--- src/rtl/cfg_index_pkg.sv ---
// Package: register indices and key bytes shared by the configuration space.
// Assumes an 8-bit index and data path throughout.
package cfg_index_pkg;
    localparam int DW = 8;
    localparam logic [DW-1:0] IDX_SRST = 8'h02;
    localparam logic [DW-1:0] IDX_LDN  = 8'h07;
    localparam logic [DW-1:0] IDX_GCTL = 8'h19;
    localparam logic [DW-1:0] IDX_PWR  = 8'h22;
    localparam logic [DW-1:0] IDX_ACT  = 8'h30;
    localparam logic [DW-1:0] KEY_OPEN  = 8'h55;
    localparam logic [DW-1:0] KEY_CLOSE = 8'hAA;
endpackage

--- src/rtl/cfg_host_port.sv ---
// Host window: latches the index, tracks configuration mode and qualifies
// data-port strobes with it. Assumes strobes are single-cycle, synchronous to clk.
module cfg_host_port
    import cfg_index_pkg::*;
(
    input  logic          clk,
    input  logic          hard_rst_n,
    input  logic          sel_data,
    input  logic          wr_en,
    input  logic          rd_en,
    input  logic [DW-1:0] wdata,
    output logic          cfg_mode,
    output logic [DW-1:0] idx,
    output logic          dwr,
    output logic          drd
);
    logic idx_wr;
    logic is_key;

    // Purpose: classify index-port writes.
    always_comb begin
        idx_wr = wr_en && !sel_data;
        is_key = (wdata == KEY_OPEN) || (wdata == KEY_CLOSE);
    end

    // Purpose: track configuration mode from the key bytes.
    always_ff @(posedge clk) begin
        if (!hard_rst_n)
            cfg_mode <= 1'b0;
        else if (idx_wr && wdata == KEY_OPEN)
            cfg_mode <= 1'b1;
        else if (idx_wr && wdata == KEY_CLOSE)
            cfg_mode <= 1'b0;
    end

    // Purpose: latch the register number; key bytes leave it unchanged.
    always_ff @(posedge clk) begin
        if (!hard_rst_n)
            idx <= '0;
        else if (idx_wr && !is_key)
            idx <= wdata;
    end

    // Purpose: data-port strobes pass only inside configuration mode.
    always_comb begin
        dwr = wr_en && sel_data && cfg_mode;
        drd = rd_en && sel_data && cfg_mode;
    end
endmodule

--- src/rtl/cfg_global_regs.sv ---
// Global registers: soft-reset trigger, logical device number, general control
// byte and the power byte. Assumes dwr is already gated by configuration mode.
module cfg_global_regs
    import cfg_index_pkg::*;
#(
    parameter int N_PWR = 2
) (
    input  logic             clk,
    input  logic             hard_rst_n,
    input  logic             dwr,
    input  logic [DW-1:0]    idx,
    input  logic [DW-1:0]    wdata,
    output logic             soft_pulse,
    output logic [DW-1:0]    ldn,
    output logic [DW-1:0]    gctl,
    output logic [N_PWR-1:0] pwr
);
    // Purpose: one-clock soft-reset pulse from the write-only trigger.
    always_ff @(posedge clk) begin
        if (!hard_rst_n)
            soft_pulse <= 1'b0;
        else
            soft_pulse <= dwr && (idx == IDX_SRST) && wdata[0];
    end

    // Purpose: logical device number, cleared by hard and soft reset.
    always_ff @(posedge clk) begin
        if (!hard_rst_n || soft_pulse)
            ldn <= '0;
        else if (dwr && idx == IDX_LDN)
            ldn <= wdata;
    end

    // Purpose: general control byte, hard reset domain only.
    always_ff @(posedge clk) begin
        if (!hard_rst_n)
            gctl <= '0;
        else if (dwr && idx == IDX_GCTL)
            gctl <= wdata;
    end

    // Purpose: power bits of the gated ports, reset to powered, hard domain only.
    always_ff @(posedge clk) begin
        if (!hard_rst_n)
            pwr <= '1;
        else if (dwr && idx == IDX_PWR)
            pwr <= wdata[N_PWR-1:0];
    end
endmodule

--- src/rtl/cfg_port_gate.sv ---
// Per-port activate bits reached through the device number, and the derived
// power-good and output-enable flags. Assumes N_PWR <= N_PORTS.
module cfg_port_gate
    import cfg_index_pkg::*;
#(
    parameter int N_PORTS  = 6,
    parameter int N_PWR    = 2,
    parameter int LDN_BASE = 4
) (
    input  logic               clk,
    input  logic               hard_rst_n,
    input  logic               soft_pulse,
    input  logic               dwr,
    input  logic [DW-1:0]      idx,
    input  logic               wbit,
    input  logic [DW-1:0]      ldn,
    input  logic [N_PWR-1:0]   pwr,
    input  logic [N_PORTS-1:0] mux_sel,
    output logic               act_hit,
    output logic               act_rd,
    output logic [N_PORTS-1:0] pwr_good,
    output logic [N_PORTS-1:0] oe
);
    logic [N_PORTS-1:0] act;
    logic [N_PORTS-1:0] sel;

    for (genvar k = 0; k < N_PORTS; k++) begin : g_port
        // Purpose: this port's device is the one currently selected.
        assign sel[k] = (ldn == DW'(LDN_BASE + k));

        // Purpose: activate bit, cleared by hard and soft reset.
        always_ff @(posedge clk) begin
            if (!hard_rst_n || soft_pulse)
                act[k] <= 1'b0;
            else if (dwr && idx == IDX_ACT && sel[k])
                act[k] <= wbit;
        end

        // Purpose: power-good needs the power bit only on the gated ports.
        if (k < N_PWR) begin : g_pwr
            assign pwr_good[k] = act[k] && pwr[k];
        end else begin : g_act_only
            assign pwr_good[k] = act[k];
        end

        // Purpose: drive outputs only when the port owns its shared pin.
        assign oe[k] = pwr_good[k] && mux_sel[k];
    end

    // Purpose: readback of the selected device's activate bit.
    always_comb begin
        act_hit = |sel;
        act_rd  = |(sel & act);
    end
endmodule

--- src/rtl/cfg_index_space.sv ---
// Top: indexed configuration space with hard and soft reset domains.
// Assumes all three reset inputs are synchronous to clk.
module cfg_index_space
    import cfg_index_pkg::*;
#(
    parameter int N_PORTS  = 6,
    parameter int N_PWR    = 2,
    parameter int LDN_BASE = 4
) (
    input  logic               clk,
    input  logic               sup_por_n,
    input  logic               stby_por_n,
    input  logic               bus_rst_n,
    input  logic               sel_data,
    input  logic               wr_en,
    input  logic               rd_en,
    input  logic [7:0]         wdata,
    output logic [7:0]         rdata,
    input  logic [N_PORTS-1:0] mux_sel,
    output logic               cfg_mode,
    output logic [7:0]         dev_sel,
    output logic [N_PORTS-1:0] uart_pwr_good,
    output logic [N_PORTS-1:0] uart_oe
);
    logic             hard_rst_n;
    logic [DW-1:0]    idx;
    logic             dwr;
    logic             drd;
    logic             soft_pulse;
    logic [DW-1:0]    gctl;
    logic [N_PWR-1:0] pwr;
    logic             act_hit;
    logic             act_rd;

    // Purpose: any of the three hard sources resets the hard domain.
    assign hard_rst_n = sup_por_n && stby_por_n && bus_rst_n;

    cfg_host_port u_host (
        .clk(clk), .hard_rst_n(hard_rst_n), .sel_data(sel_data),
        .wr_en(wr_en), .rd_en(rd_en), .wdata(wdata),
        .cfg_mode(cfg_mode), .idx(idx), .dwr(dwr), .drd(drd)
    );

    cfg_global_regs #(.N_PWR(N_PWR)) u_glb (
        .clk(clk), .hard_rst_n(hard_rst_n), .dwr(dwr), .idx(idx),
        .wdata(wdata), .soft_pulse(soft_pulse), .ldn(dev_sel),
        .gctl(gctl), .pwr(pwr)
    );

    cfg_port_gate #(.N_PORTS(N_PORTS), .N_PWR(N_PWR), .LDN_BASE(LDN_BASE)) u_gate (
        .clk(clk), .hard_rst_n(hard_rst_n), .soft_pulse(soft_pulse),
        .dwr(dwr), .idx(idx), .wbit(wdata[0]), .ldn(dev_sel), .pwr(pwr),
        .mux_sel(mux_sel), .act_hit(act_hit), .act_rd(act_rd),
        .pwr_good(uart_pwr_good), .oe(uart_oe)
    );

    // Purpose: full-width read decode; everything unimplemented returns zero.
    always_comb begin
        rdata = '0;
        if (drd) begin
            case (idx)
                IDX_LDN:  rdata = dev_sel;
                IDX_GCTL: rdata = gctl;
                IDX_PWR:  rdata = DW'(pwr);
                IDX_ACT:  rdata = {7'b0, act_hit && act_rd};
                default:  rdata = '0;
            endcase
        end
    end
endmodule

--- config.mk ---
export PLATFORM = sky130hd
export DESIGN_NAME = cfg_index_space
export DESIGN_NICKNAME = d
export VERILOG_FILES = /design/src/rtl/cfg_index_pkg.sv /design/src/rtl/cfg_host_port.sv /design/src/rtl/cfg_global_regs.sv /design/src/rtl/cfg_port_gate.sv /design/src/rtl/cfg_index_space.sv
export SDC_FILE = /design/constraint.sdc
export NUM_CORES = 1
export LEC_CHECK = 0
export BUFFER_PORTS_ARGS = -buffer_cell sky130_fd_sc_hd__buf_2
export CORE_ASPECT_RATIO = 1.2
export CORE_MARGIN = 2
export CORE_UTILIZATION = 55
export DETAILED_ROUTE_END_ITERATION = 8
export GPL_ROUTABILITY_DRIVEN = 0
export PLACE_DENSITY = 0.92
export SLEW_MARGIN = 15
export SYNTH_ARGS = -nofsm -noshare
export SYNTH_HDL_FRONTEND = slang
export SYNTH_SLANG_ARGS = --single-unit
--- constraint.sdc ---
create_clock -name clk -period 3.7 [get_ports clk]
set_clock_uncertainty 0.2 [all_clocks]
set_input_delay 0.37 -clock clk [delete_from_list [all_inputs] [get_ports clk]]
set_output_delay 0.37 -clock clk [all_outputs]
set_load 0.02 [all_outputs]
==> parameters.txt, run 1 <==
Parameter                              Value

Final layout
  Layout cell share with drive strength beyond 1    29.1%
  Number of nets in the layout    between 200 and 300
  Number of diodes    0
  Filler cells    267
  Growth of design area from synthesis to finish    16.4%
  Register area    just under 700 um^2
  Total area of multi-input combinational cells    1110 um^2

Timing
  Final hold viol count    0
  Final min period    roughly 2.9 ns
  Sum of negative setup slack    0 ns
  Pins over their slew limit    0
  RSZ-0062 raised after global routing    no
  Worst hold slack    0.156 ns
  Count of endpoints failing setup in the final report    0
  F_max    between 0.3 and 0.4 GHz
  Worst Tran Pin Value    around 0.65 ns
  Part of the cycle the worst path needs    78.5%
  Tightest slew margin relative to the limit    56.2%

Clocking
  H-tree levels    2
  Clock latency of the later-clocked register in the worst-skew pair    0.30 ns
  Hold Buf Count CTS    0
  Quantity of gates resized following cts    0
  Clock tree from TritonCTS    done
  CTS buffer count    5
  CTS sink cnt    34
  Count of buffers added by post-CTS timing repair for setup    0
  Clock transition at the registers of the reported paths    ~0.070 ns
  Cell at the root of the clock tree    sky130_fd_sc_hd__clkbuf_8
  Max Buffers Root-to-Sink    2

Critical path
  Nature of the critical path startpoint    flip-flop
  Element type at the critical path end    output pin
  Critical Path AT    2.33 ns
  Required time at the endpoint of the critical path    about 3.1 ns
  Crit path max fanout    9
  Critical path class    flip-flop to output pin

Power
  Register share of total power    49.3%
  Power density relative to cell area    340 nW/um^2
  Worst vdd ir    0.317 mV
  Total power draw    749 uW
  Leak    between 0.9 and 1 nW
  Int Power    580 uW
  Combinational fraction of design power    5.1%
  Clock network power share    45.6%
  Net switching fraction of the power    22.6%
  Power dissipated by switching net loads    169 uW

GRT
  Global-route wire length before repair    7.61 mm
  Gr usage total    25.4%
  Total grt overflow    0
  Antenna violations before repair    0
  Pin count of the biggest net entering global routing    16
  Vias in the first global route    ~1700

Synth
  Top cells by area, synth    sky130_fd_sc_hd__dfxtp_1 (36%), sky130_fd_sc_hd__mux2i_1 (10%), sky130_fd_sc_hd__nor2_1 (4.0%)
  Sequential share of the synthesized area    36.0%
  Cell taking the most area after synthesis    sky130_fd_sc_hd__dfxtp_1
  Net count after synthesis    about 230
  Ranking of synthesized cells by instance count    sky130_fd_sc_hd__dfxtp_1 (34), sky130_fd_sc_hd__nor2_1 (20), sky130_fd_sc_hd__mux2i_1 (19)
  Asr flop ratio synth    0%
  Unique cell type count in the Yosys netlist    46
  Most instantiated flip-flop cell in the synthesis netlist    sky130_fd_sc_hd__dfxtp_1
  Synthesis warning total    0
  Post-synthesis area per instance    9.10 um^2
  Area share of the largest cell type after synthesis    a little over a third
  Post-synthesis instance area    1890 um^2
  Total of flip-flops plus latches after synthesis    34
  Cell with the most instances after synthesis    sky130_fd_sc_hd__dfxtp_1
  Number of enable flip-flop cells after synthesis    0
  Cells after synthesis    208

Routing
  DRT Wirelength    4.77 mm
  Remaining antenna violation count after routing    0
  Router iterations before antenna repair    4
  Number of design rule violations left after detail routing    0
  Avg WL per Cell    between 15 and 20 um
  Via total after detailed routing    between 1500 and 2000
  Per-cell via count in the routed design    6.32
  DRT iter0 DRCs    82

Placed design
  Input/output buffers    49
  Detail Placement HPWL    3.42 mm

Die
  Die Height    68.2 um
  Die Span X    57.5 um
  Placement Rows    23
  Total die area    a little under 4000 um^2
  Effective utilization at floorplan    57.2%
  Io pins    50
  Standard cell core area    3310 um^2

Min path
  Class of the tightest hold or removal check    input pin to flip-flop

Status
  Status    complete, no violations

Job
  Maxcap violations    0
-- power by group through the flow --
stage	clock (mW)	combinational [mW]	sequential (mW)
3_3_place_gp	0	0.0368	0.378
5_1_grt	0.348	0.0413	0.369
4_1_cts	0.335	0.0379	0.369
2_1_floorplan	0	0.0176	0.376
3_5_place_dp	0	0.0376	0.378
6_report	0.341	0.0384	0.369
-- area by class of cell --
type                            count  area share (%)
Inverter                            4           0.682
Clock buffer                        5            3.13
Timing Repair Buffer               49            11.1
Clock inverter                      3            1.82
Tap cell                           37            2.10
Multi-Input combinational cell    156            50.2
Sequential cell                    34            30.9
-- stage by stage --
stage / util, % / instance area [um^2] / cells / setup slack [ns]
after global placement: 63.3 / 2090 / 280 / 1.21
final: 66.5 / 2200 / 288 / 0.797
after global routing: 66.5 / 2200 / 288 / 0.666
after CTS: 66.5 / 2200 / 288 / 0.822
after detailed placement: 63.3 / 2090 / 280 / 1.16
after floorplan: - / 1890 / 208 / 1.26
-- metal layers --
| layer | vias to the layer above | routed length, um | global-route usage [%] |
|---|---|---|---|
| li1 | 869 | - | - |
| met1 | 864 | 1950 | 28.0 |
| met2 | 81 | 2440 | 46.0 |
| met3 | 6 | 326 | 5.67 |
| met4 | 0 | 53 | 12.5 |
| met5 | - | 0 | 0 |
-- logic make-up after synthesis --
logic type,after synthesis,synth area share (%)
compound gates,46,17.7
buf+inv,18,5.55
flops,34,36.0
mux,20,10.6
simple gates,90,30.2
-- cells in the final DEF, fill, tap and decap left out, types with 6 or more instances in the layout --
master / count
sky130_fd_sc_hd__mux2i_1: 19
sky130_fd_sc_hd__o21ai_0: 10
sky130_fd_sc_hd__nor3_1: 10
sky130_fd_sc_hd__nor2_1: 20
sky130_fd_sc_hd__a22oi_1: 8
sky130_fd_sc_hd__nand2_1: 8
sky130_fd_sc_hd__dfxtp_1: 34
sky130_fd_sc_hd__buf_2: 49
sky130_fd_sc_hd__and3_1: 6
sky130_fd_sc_hd__and2_1: 9
sky130_fd_sc_hd__a21oi_1: 12
-- final timing paths --
kind	startpoint	to	slack (ns)	depth (start not counted)
min	wdata[5]	u_host.idx[5]$_SDFFE_PN0P_	0.16	3
min reg2reg	u_gate.pwr_good[2]$_SDFFE_PP0P_	u_gate.pwr_good[2]$_SDFFE_PP0P_	0.30	2
max	u_host.idx[5]$_SDFFE_PN0P_	rdata[1]	0.80	5
max reg2reg	u_host.idx[4]$_SDFFE_PN0P_	u_gate.pwr_good[4]$_SDFFE_PP0P_	1.62	4
-- registers in the layout, indices dropped and copies added (netlist names) --
| signal | cells |
|---|---|
| u_glb.ldn | 8 |
| u_glb.pwr | 2 |
| u_glb.gctl | 8 |
| u_host.cfg_mode | 1 |
| u_gate.act | 2 |
| u_glb.soft_pulse | 1 |
| u_gate.pwr_good | 4 |
| u_host.idx | 8 |
-- worst max-delay path: stages (launching register included) --
cell and delay, ns:
sky130_fd_sc_hd__dfxtp_1 0.42, sky130_fd_sc_hd__nor4b_4 0.52, sky130_fd_sc_hd__and2_1 0.39, sky130_fd_sc_hd__o2111ai_4 0.21, sky130_fd_sc_hd__nor3_1 0.28, sky130_fd_sc_hd__buf_2 0.21
Note: power is estimated with default switching activity, not from simulation.
==> inputs of run 2 (changes only) <==
CORE_UTILIZATION = 47   (was 55)
PLACE_DENSITY = 0.84   (was 0.92)
clock period = 2.5 ns   (was 3.7 ns; I/O delays follow)
==> parameters.txt, run 2 (same netlist as run 1, synthesis figures left out) <==
Parameter                              Value

Critical path
  CP Depth    6 (was 5)
  Highest-delay cell along the critical path    sky130_fd_sc_hd__o22a_2 (was sky130_fd_sc_hd__nor4b_4)
  End point of the critical path    rdata[6] (was rdata[1])
  WP buf/inv    2 (was 1)
  Critical Path Source    u_host.idx[6]$_SDFFE_PN0P_ (was u_host.idx[5]$_SDFFE_PN0P_)
  Crit path max fanout    8 (was 9)
  Cells traversed along the worst timing path    nor4_4 -> buf_4 -> a32oi_1 -> o22a_2 -> nor3_2 -> buf_4 (was nor4b_4 -> and2_1 -> o2111ai_4 -> nor3_1 -> buf_2)
  Required time at the endpoint of the critical path    2.05 ns (was 3.13 ns)
  Launching point of the worst reg2reg path    u_host.idx[5]$_SDFFE_PN0P_ (was u_host.idx[4]$_SDFFE_PN0P_)
  Critical Path AT    2.02 ns (was 2.33 ns)
  Delay of the slowest critical-path stage    0.38 ns (was 0.52 ns)
  Setup slack on the worst flop-to-flop path    0.44 ns (was 1.62 ns)
  Nature of the critical path startpoint    flip-flop (unchanged)
  Critical path class    flip-flop to output pin (unchanged)
  Path depth of the worst reg2reg path    6 (was 4)
  Crit-path most repeated cell    sky130_fd_sc_hd__buf_4
  Worst path top cell family by delay    simple AND/OR/NAND/NOR gates (unchanged)
  Critical register-to-register path endpoint    u_glb.ldn[2]$_SDFFE_PP0P_ (was u_gate.pwr_good[4]$_SDFFE_PP0P_)
  Element type at the critical path end    output pin (unchanged)

Min path
  Number of cells traversed by the worst hold path    3 (unchanged)
  Hold path startpoint    wdata[7] (was wdata[5])
  Class of the tightest hold or removal check    input pin to flip-flop (unchanged)

Die
  Standard cell core area    3910 um^2 (was 3310 um^2)
  Placement Rows    25 (was 23)
  Die Span X    61.9 um (was 57.5 um)
  Die Height    73.5 um (was 68.2 um)
  Io pins    50 (unchanged)
  Total die area    4550 um^2 (was 3930 um^2)
  Effective utilization at floorplan    48.4% (was 57.2%)

Power
  Power dissipated by switching net loads    251 uW (was 169 uW)
  Worst vdd ir    0.417 mV (was 0.317 mV)
  Register share of total power    49.0% (was 49.3%)
  Clock network power share    45.3% (was 45.6%)
  Combinational fraction of design power    5.6% (was 5.1%)
  Net switching fraction of the power    22.6% (about the same)
  Power density relative to cell area    462 nW/um^2 (was 340 nW/um^2)
  Leak    1.03 nW (was 0.963 nW)
  Int Power    861 uW (was 580 uW)

GRT
  Global-route track usage on met1    29.8% (was 28.0%)
  Total grt overflow    0 (unchanged)
  Antenna violations before repair    0 (unchanged)
  Pin count of the biggest net entering global routing    16 (unchanged)
  Most used routing layer in global routing    met2 (unchanged)
  Gr usage total    23.7% (was 25.4%)
  Vias in the first global route    1724 (was 1676)
  Met3 usage in global routing    3.70% (was 5.67%)
  Fraction of met2 tracks used by global routing    39.1% (was 46.0%)
  Global-route wire length before repair    7.91 mm (was 7.61 mm)

Final layout
  Number of diodes    0 (unchanged)
  Regs by FF count    u_glb.gctl: 8 flops, u_glb.ldn: 8 flops, u_host.idx: 8 flops (unchanged)
  Number of nets in the layout    284 (was 271)
  Commonest cells after routing, fill and taps aside    sky130_fd_sc_hd__buf_2 (43), sky130_fd_sc_hd__dfxtp_1 (30), sky130_fd_sc_hd__nor2_1 (20) (was sky130_fd_sc_hd__buf_2 (49), sky130_fd_sc_hd__dfxtp_1 (34), sky130_fd_sc_hd__nor2_1 (20))
  Util after Layout    61.6% (was 66.5%)
  Growth of design area from synthesis to finish    27.2% (was 16.4%)
  Most common library cell in the layout ignoring fill and taps    sky130_fd_sc_hd__buf_2 (unchanged)
  Filler cells    335 (was 267)
  Layout cell share with drive strength beyond 1    39.0% (was 29.1%)
  Final instance area    2410 um^2 (was 2200 um^2)

Placed design
  Post-place instance area    2150 um^2 (was 2090 um^2)
  Detail Placement HPWL    3.63 mm (was 3.42 mm)
  Input/output buffers    49 (unchanged)

Timing
  Pins over their slew limit    0 (unchanged)
  Tightest slew margin relative to the limit    49.4% (was 56.2%)
  Count of endpoints failing setup in the final report    0 (unchanged)
  Part of the cycle the worst path needs    99.0%
  Worst Tran Pin Value    0.753 ns (was 0.651 ns)
  Worst hold slack    0.0354 ns (was 0.156 ns)
  Final hold viol count    0 (unchanged)
  F_max    0.404 GHz
  Final min period    2.47 ns

Clocking
  CTS sink cnt    34 (unchanged)
  Clock transition at the registers of the reported paths    0.07 ns (about the same)
  CTS buffer count    5 (unchanged)
  Max Buffers Root-to-Sink    2 (unchanged)
  Cell at the root of the clock tree    sky130_fd_sc_hd__clkbuf_8 (unchanged)
  H-tree levels    2 (unchanged)
  Clock tree from TritonCTS    done (unchanged)
  Hold Buf Count CTS    0 (unchanged)
  Clock latency of the later-clocked register in the worst-skew pair    0.29 ns (was 0.30 ns)

Routing
  DRT Wirelength    5.40 mm (was 4.77 mm)
  Router iterations before antenna repair    5 (was 4)
  Remaining antenna violation count after routing    0 (unchanged)
  Avg WL per Cell    17.0 um (was 16.6 um)
  Via total after detailed routing    1903 (was 1820)
  DRT iter0 DRCs    143 (was 82)
  Number of design rule violations left after detail routing    0 (unchanged)
  Per-cell via count in the routed design    5.98 (was 6.32)

Job
  Maxcap violations    0 (unchanged)

Status
  Status    complete, no violations (unchanged)
[run 2: worst min-delay path by stage]
stage	end
floorplan	u_glb.pwr[1]$_SDFFE_PN1P_
global placement	u_glb.gctl[3]$_SDFFE_PN0P_
detailed placement	u_gate.pwr_good[2]$_SDFFE_PP0P_
CTS	u_host.idx[3]$_SDFFE_PN0P_
global route	u_host.idx[5]$_SDFFE_PN0P_
finish	u_host.idx[7]$_SDFFE_PN0P_
[run 2: repair_timing]
item                       4_1_cts  5_1_grt
setup endpoints to repair        7        8
resized for setup                1       25
buffers inserted                 1        7
cloned                           0        0
pin swaps                        2       11
[run 2: worst register-to-register path, cell delays in order (launching register included)]
cell and delay, ns:
sky130_fd_sc_hd__dfxtp_4 0.36, sky130_fd_sc_hd__nor4b_4 0.37, sky130_fd_sc_hd__buf_4 0.19, sky130_fd_sc_hd__buf_4 0.12, sky130_fd_sc_hd__nand4_2 0.36, sky130_fd_sc_hd__mux2i_1 0.29, sky130_fd_sc_hd__nor2_1 0.05
[run 2: per-stage QoR]
| stage | setup TNS, ns | setup slack [ns] | instances | power (mW) |
|---|---|---|---|---|
| after CTS | 0 | 0.0224 | 311 | 1.11 |
| after global placement | 0 | 0.299 | 302 | 0.614 |
| after floorplan | 0 | 0.184 | 208 | 0.583 |
| after detailed placement | 0 | 0.254 | 302 | 0.616 |
| final | 0 | 0.0260 | 318 | 1.11 |
| after global routing | -0.191 | -0.0590 | 318 | 1.15 |
[run 2: area by class of cell]
class / instances / area [um^2] / area share [%]
Sequential cell: 34 / 688 / 28.6
Timing Repair Buffer: 62 / 358 / 14.9
Multi-Input combinational cell: 156 / 1170 / 48.6
Inverter: 4 / 15.0 / 0.624
Clock buffer: 5 / 68.8 / 2.86
Clock inverter: 3 / 40.0 / 1.66
Tap cell: 54 / 67.6 / 2.81
[run 2: power groups by stage]
stage	Clock [mW]	Combinational, mW	Sequential, mW
6_report	0.504	0.0628	0.545
5_1_grt	0.534	0.0683	0.545
2_1_floorplan	0	0.0260	0.557
3_5_place_dp	0	0.0573	0.559
4_1_cts	0.508	0.0587	0.546
3_3_place_gp	0	0.0560	0.558
[run 2: routing by layer]
metal	up-vias	wire (um)
li1	887	-
met1	903	2140
met2	95	2710
met3	18	342
met4	0	209
met5	-	0
==> inputs of run 3 (changes only) <==
BUFFER_PORTS_ARGS = default   (was -buffer_cell sky130_fd_sc_hd__buf_2)
CORE_UTILIZATION = 55   (was 47)
DONT_BUFFER_PORTS = 1   (was default)
PLACE_DENSITY = 0.82   (was 0.84)
==> parameters.txt, run 3 (same netlist as run 1, synthesis figures left out) <==
Parameter                              Value

Status
  Status    complete, no violations (unchanged)

Critical path
  Crit path max fanout    9 (was 8)
  Critical path class    flip-flop to output pin (unchanged)
  Path depth of the worst reg2reg path    4 (was 6)
  Element type at the critical path end    output pin (unchanged)
  WP buf/inv    1 (was 2)
  Delay of the slowest critical-path stage    0.41 ns (was 0.38 ns)
  Critical Path AT    2.04 ns (was 2.02 ns)
  Cells traversed along the worst timing path    nor4b_4 -> a32oi_1 -> o22a_2 -> nor3_1 -> buf_4 (was nor4_4 -> buf_4 -> a32oi_1 -> o22a_2 -> nor3_2 -> buf_4)
  Nature of the critical path startpoint    flip-flop (unchanged)
  CP Depth    5 (was 6)
  Worst path top cell family by delay    simple AND/OR/NAND/NOR gates (unchanged)
  Required time at the endpoint of the critical path    2.05 ns (about the same)
  Highest-delay cell along the critical path    sky130_fd_sc_hd__nor4b_4 (was sky130_fd_sc_hd__o22a_2)

GRT
  Global-route wire length before repair    7.72 mm (was 7.91 mm)
  Vias in the first global route    1644 (was 1724)
  Pin count of the biggest net entering global routing    16 (unchanged)
  Antenna violations before repair    0 (unchanged)
  Total grt overflow    0 (unchanged)
  Gr usage total    26.2% (was 23.7%)

Clocking
  CTS buffer count    5 (unchanged)
  Max Buffers Root-to-Sink    2 (unchanged)
  Clock latency of the later-clocked register in the worst-skew pair    0.29 ns (about the same)
  H-tree levels    2 (unchanged)
  Clock transition at the registers of the reported paths    0.07 ns (about the same)
  Clock tree from TritonCTS    done (unchanged)
  CTS sink cnt    34 (unchanged)
  Cell at the root of the clock tree    sky130_fd_sc_hd__clkbuf_8 (unchanged)

Timing
  Part of the cycle the worst path needs    99.8% (was 99.0%)
  Final hold viol count    0 (unchanged)
  Pins over their slew limit    0 (unchanged)
  Count of endpoints failing setup in the final report    0 (unchanged)
  Sum of negative setup slack    0 ns (unchanged)
  Tightest slew margin relative to the limit    53.2% (was 49.4%)
  Worst Tran Pin Value    0.696 ns (was 0.753 ns)
  Worst hold slack    0.0141 ns (was 0.0354 ns)
  Final min period    2.49 ns (was 2.47 ns)
  Final setup slack of the worst path    0.00539 ns (was 0.0260 ns)
  F_max    0.401 GHz (was 0.404 GHz)

Die
  Effective utilization at floorplan    57.2% (was 48.4%)
  Die Span X    57.5 um (was 61.9 um)
  Standard cell core area    3310 um^2 (was 3910 um^2)
  Placement Rows    23 (was 25)
  Die Height    68.2 um (was 73.5 um)
  Total die area    3930 um^2 (was 4550 um^2)
  Io pins    50 (unchanged)

Final layout
  Total area of multi-input combinational cells    1160 um^2 (was 1170 um^2)
  Filler cells    276 (was 335)
  Number of diodes    0 (unchanged)
  Regs by FF count    u_glb.gctl: 8 flops, u_glb.ldn: 8 flops, u_host.idx: 8 flops (unchanged)
  Growth of design area from synthesis to finish    18.6% (was 27.2%)
  Layout cell share with drive strength beyond 1    24.8% (was 39.0%)
  Most common library cell in the layout ignoring fill and taps    sky130_fd_sc_hd__dfxtp_1 (was sky130_fd_sc_hd__buf_2)
  Number of nets in the layout    250 (was 284)
  Non-filler cells in the finished layout    267 (was 318)
  Commonest cells after routing, fill and taps aside    sky130_fd_sc_hd__dfxtp_1 (31), sky130_fd_sc_hd__nor2_1 (20), sky130_fd_sc_hd__buf_4 (20) (was sky130_fd_sc_hd__buf_2 (43), sky130_fd_sc_hd__dfxtp_1 (30), sky130_fd_sc_hd__nor2_1 (20))
  Register area    684 um^2 (was 688 um^2)

Power
  Worst vdd ir    0.491 mV (was 0.417 mV)
  Power density relative to cell area    491 nW/um^2 (was 462 nW/um^2)
  Leak    0.864 nW (was 1.03 nW)

Job
  Maxcap violations    0 (unchanged)

Routing
  Via total after detailed routing    1784 (was 1903)
  Number of design rule violations left after detail routing    0 (unchanged)
  Per-cell via count in the routed design    6.68 (was 5.98)
  Remaining antenna violation count after routing    0 (unchanged)
  DRT Wirelength    5.28 mm (was 5.40 mm)
  DRT iter0 DRCs    76 (was 143)
  Avg WL per Cell    19.8 um (was 17.0 um)
  Router iterations before antenna repair    5 (unchanged)

Placed design
  Input/output buffers    0 (was 49)
  Worst setup timing slack at the placement stage    0.267 ns (was 0.254 ns)
  Detail Placement HPWL    3.38 mm (was 3.63 mm)
  DP Cell Count    246 (was 302)

Min path
  Class of the tightest hold or removal check    input pin to flip-flop (unchanged)
  Number of cells traversed by the worst hold path    2 (was 3)
## run 3: cell count changes in the layout (fill, tap and decap cells not counted), sizes merged
cell         change
dlygate4sd3      +8
buf             -42
## run 3: layout make-up
type	count	share of cell area, %
repair buffers	28	10.3
multi-input cells	156	51.6
well taps	37	2.06
clock inverters	3	1.78
flip-flops and latches	34	30.5
clock buffers	5	3.07
inverters	4	0.669
## run 3: what timing repair did
action	CTS	global route
buffers inserted	0	5
endpoints found under the setup margin	4	8
endpoints found under the hold margin	27	0
gates resized for setup	0	14
pin swaps	2	3
hold buffers	8	0
## run 3: per-stage QoR
stage / total power, mW / area, um^2 / util [%]
after global routing: 1.13 / 2240 / 67.8
after global placement: 0.587 / 1960 / 59.2
after CTS: 1.10 / 2150 / 65.0
after detailed placement: 0.588 / 1960 / 59.2
final: 1.10 / 2240 / 67.8
after floorplan: 0.583 / 1890 / -
## run 3: layer usage
layer  wire, um  global-route usage (%)  vias up
li1           -                       -      821
met1       1980                    30.2      842
met2       2680                    45.2       98
met3        402                    5.48       23
met4        217                    14.2        0
met5          0                       0        -
## run 3: final timing paths
kind	endpoint	slack [ns]	from
worst max-delay path	rdata[4]	0.005	u_host.idx[5]$_SDFFE_PN0P_
worst min-delay path	u_glb.soft_pulse$_SDFF_PN0_	0.01	wdata[0]
worst max register to register	u_gate.act[0]$_SDFFE_PP0P_	0.38	u_host.cfg_mode$_SDFFE_PN0P_
worst min register to register	u_glb.gctl[3]$_SDFFE_PN0P_	0.31	u_glb.gctl[3]$_SDFFE_PN0P_
## run 3: power by group
part	internal (mW)	leakage, nW	switching [mW]
combinational	0.0228	0.531	0.0292
clock	0.293	0.0579	0.209
sequential	0.543	0.275	0.00369
total	0.859	0.864	0.242
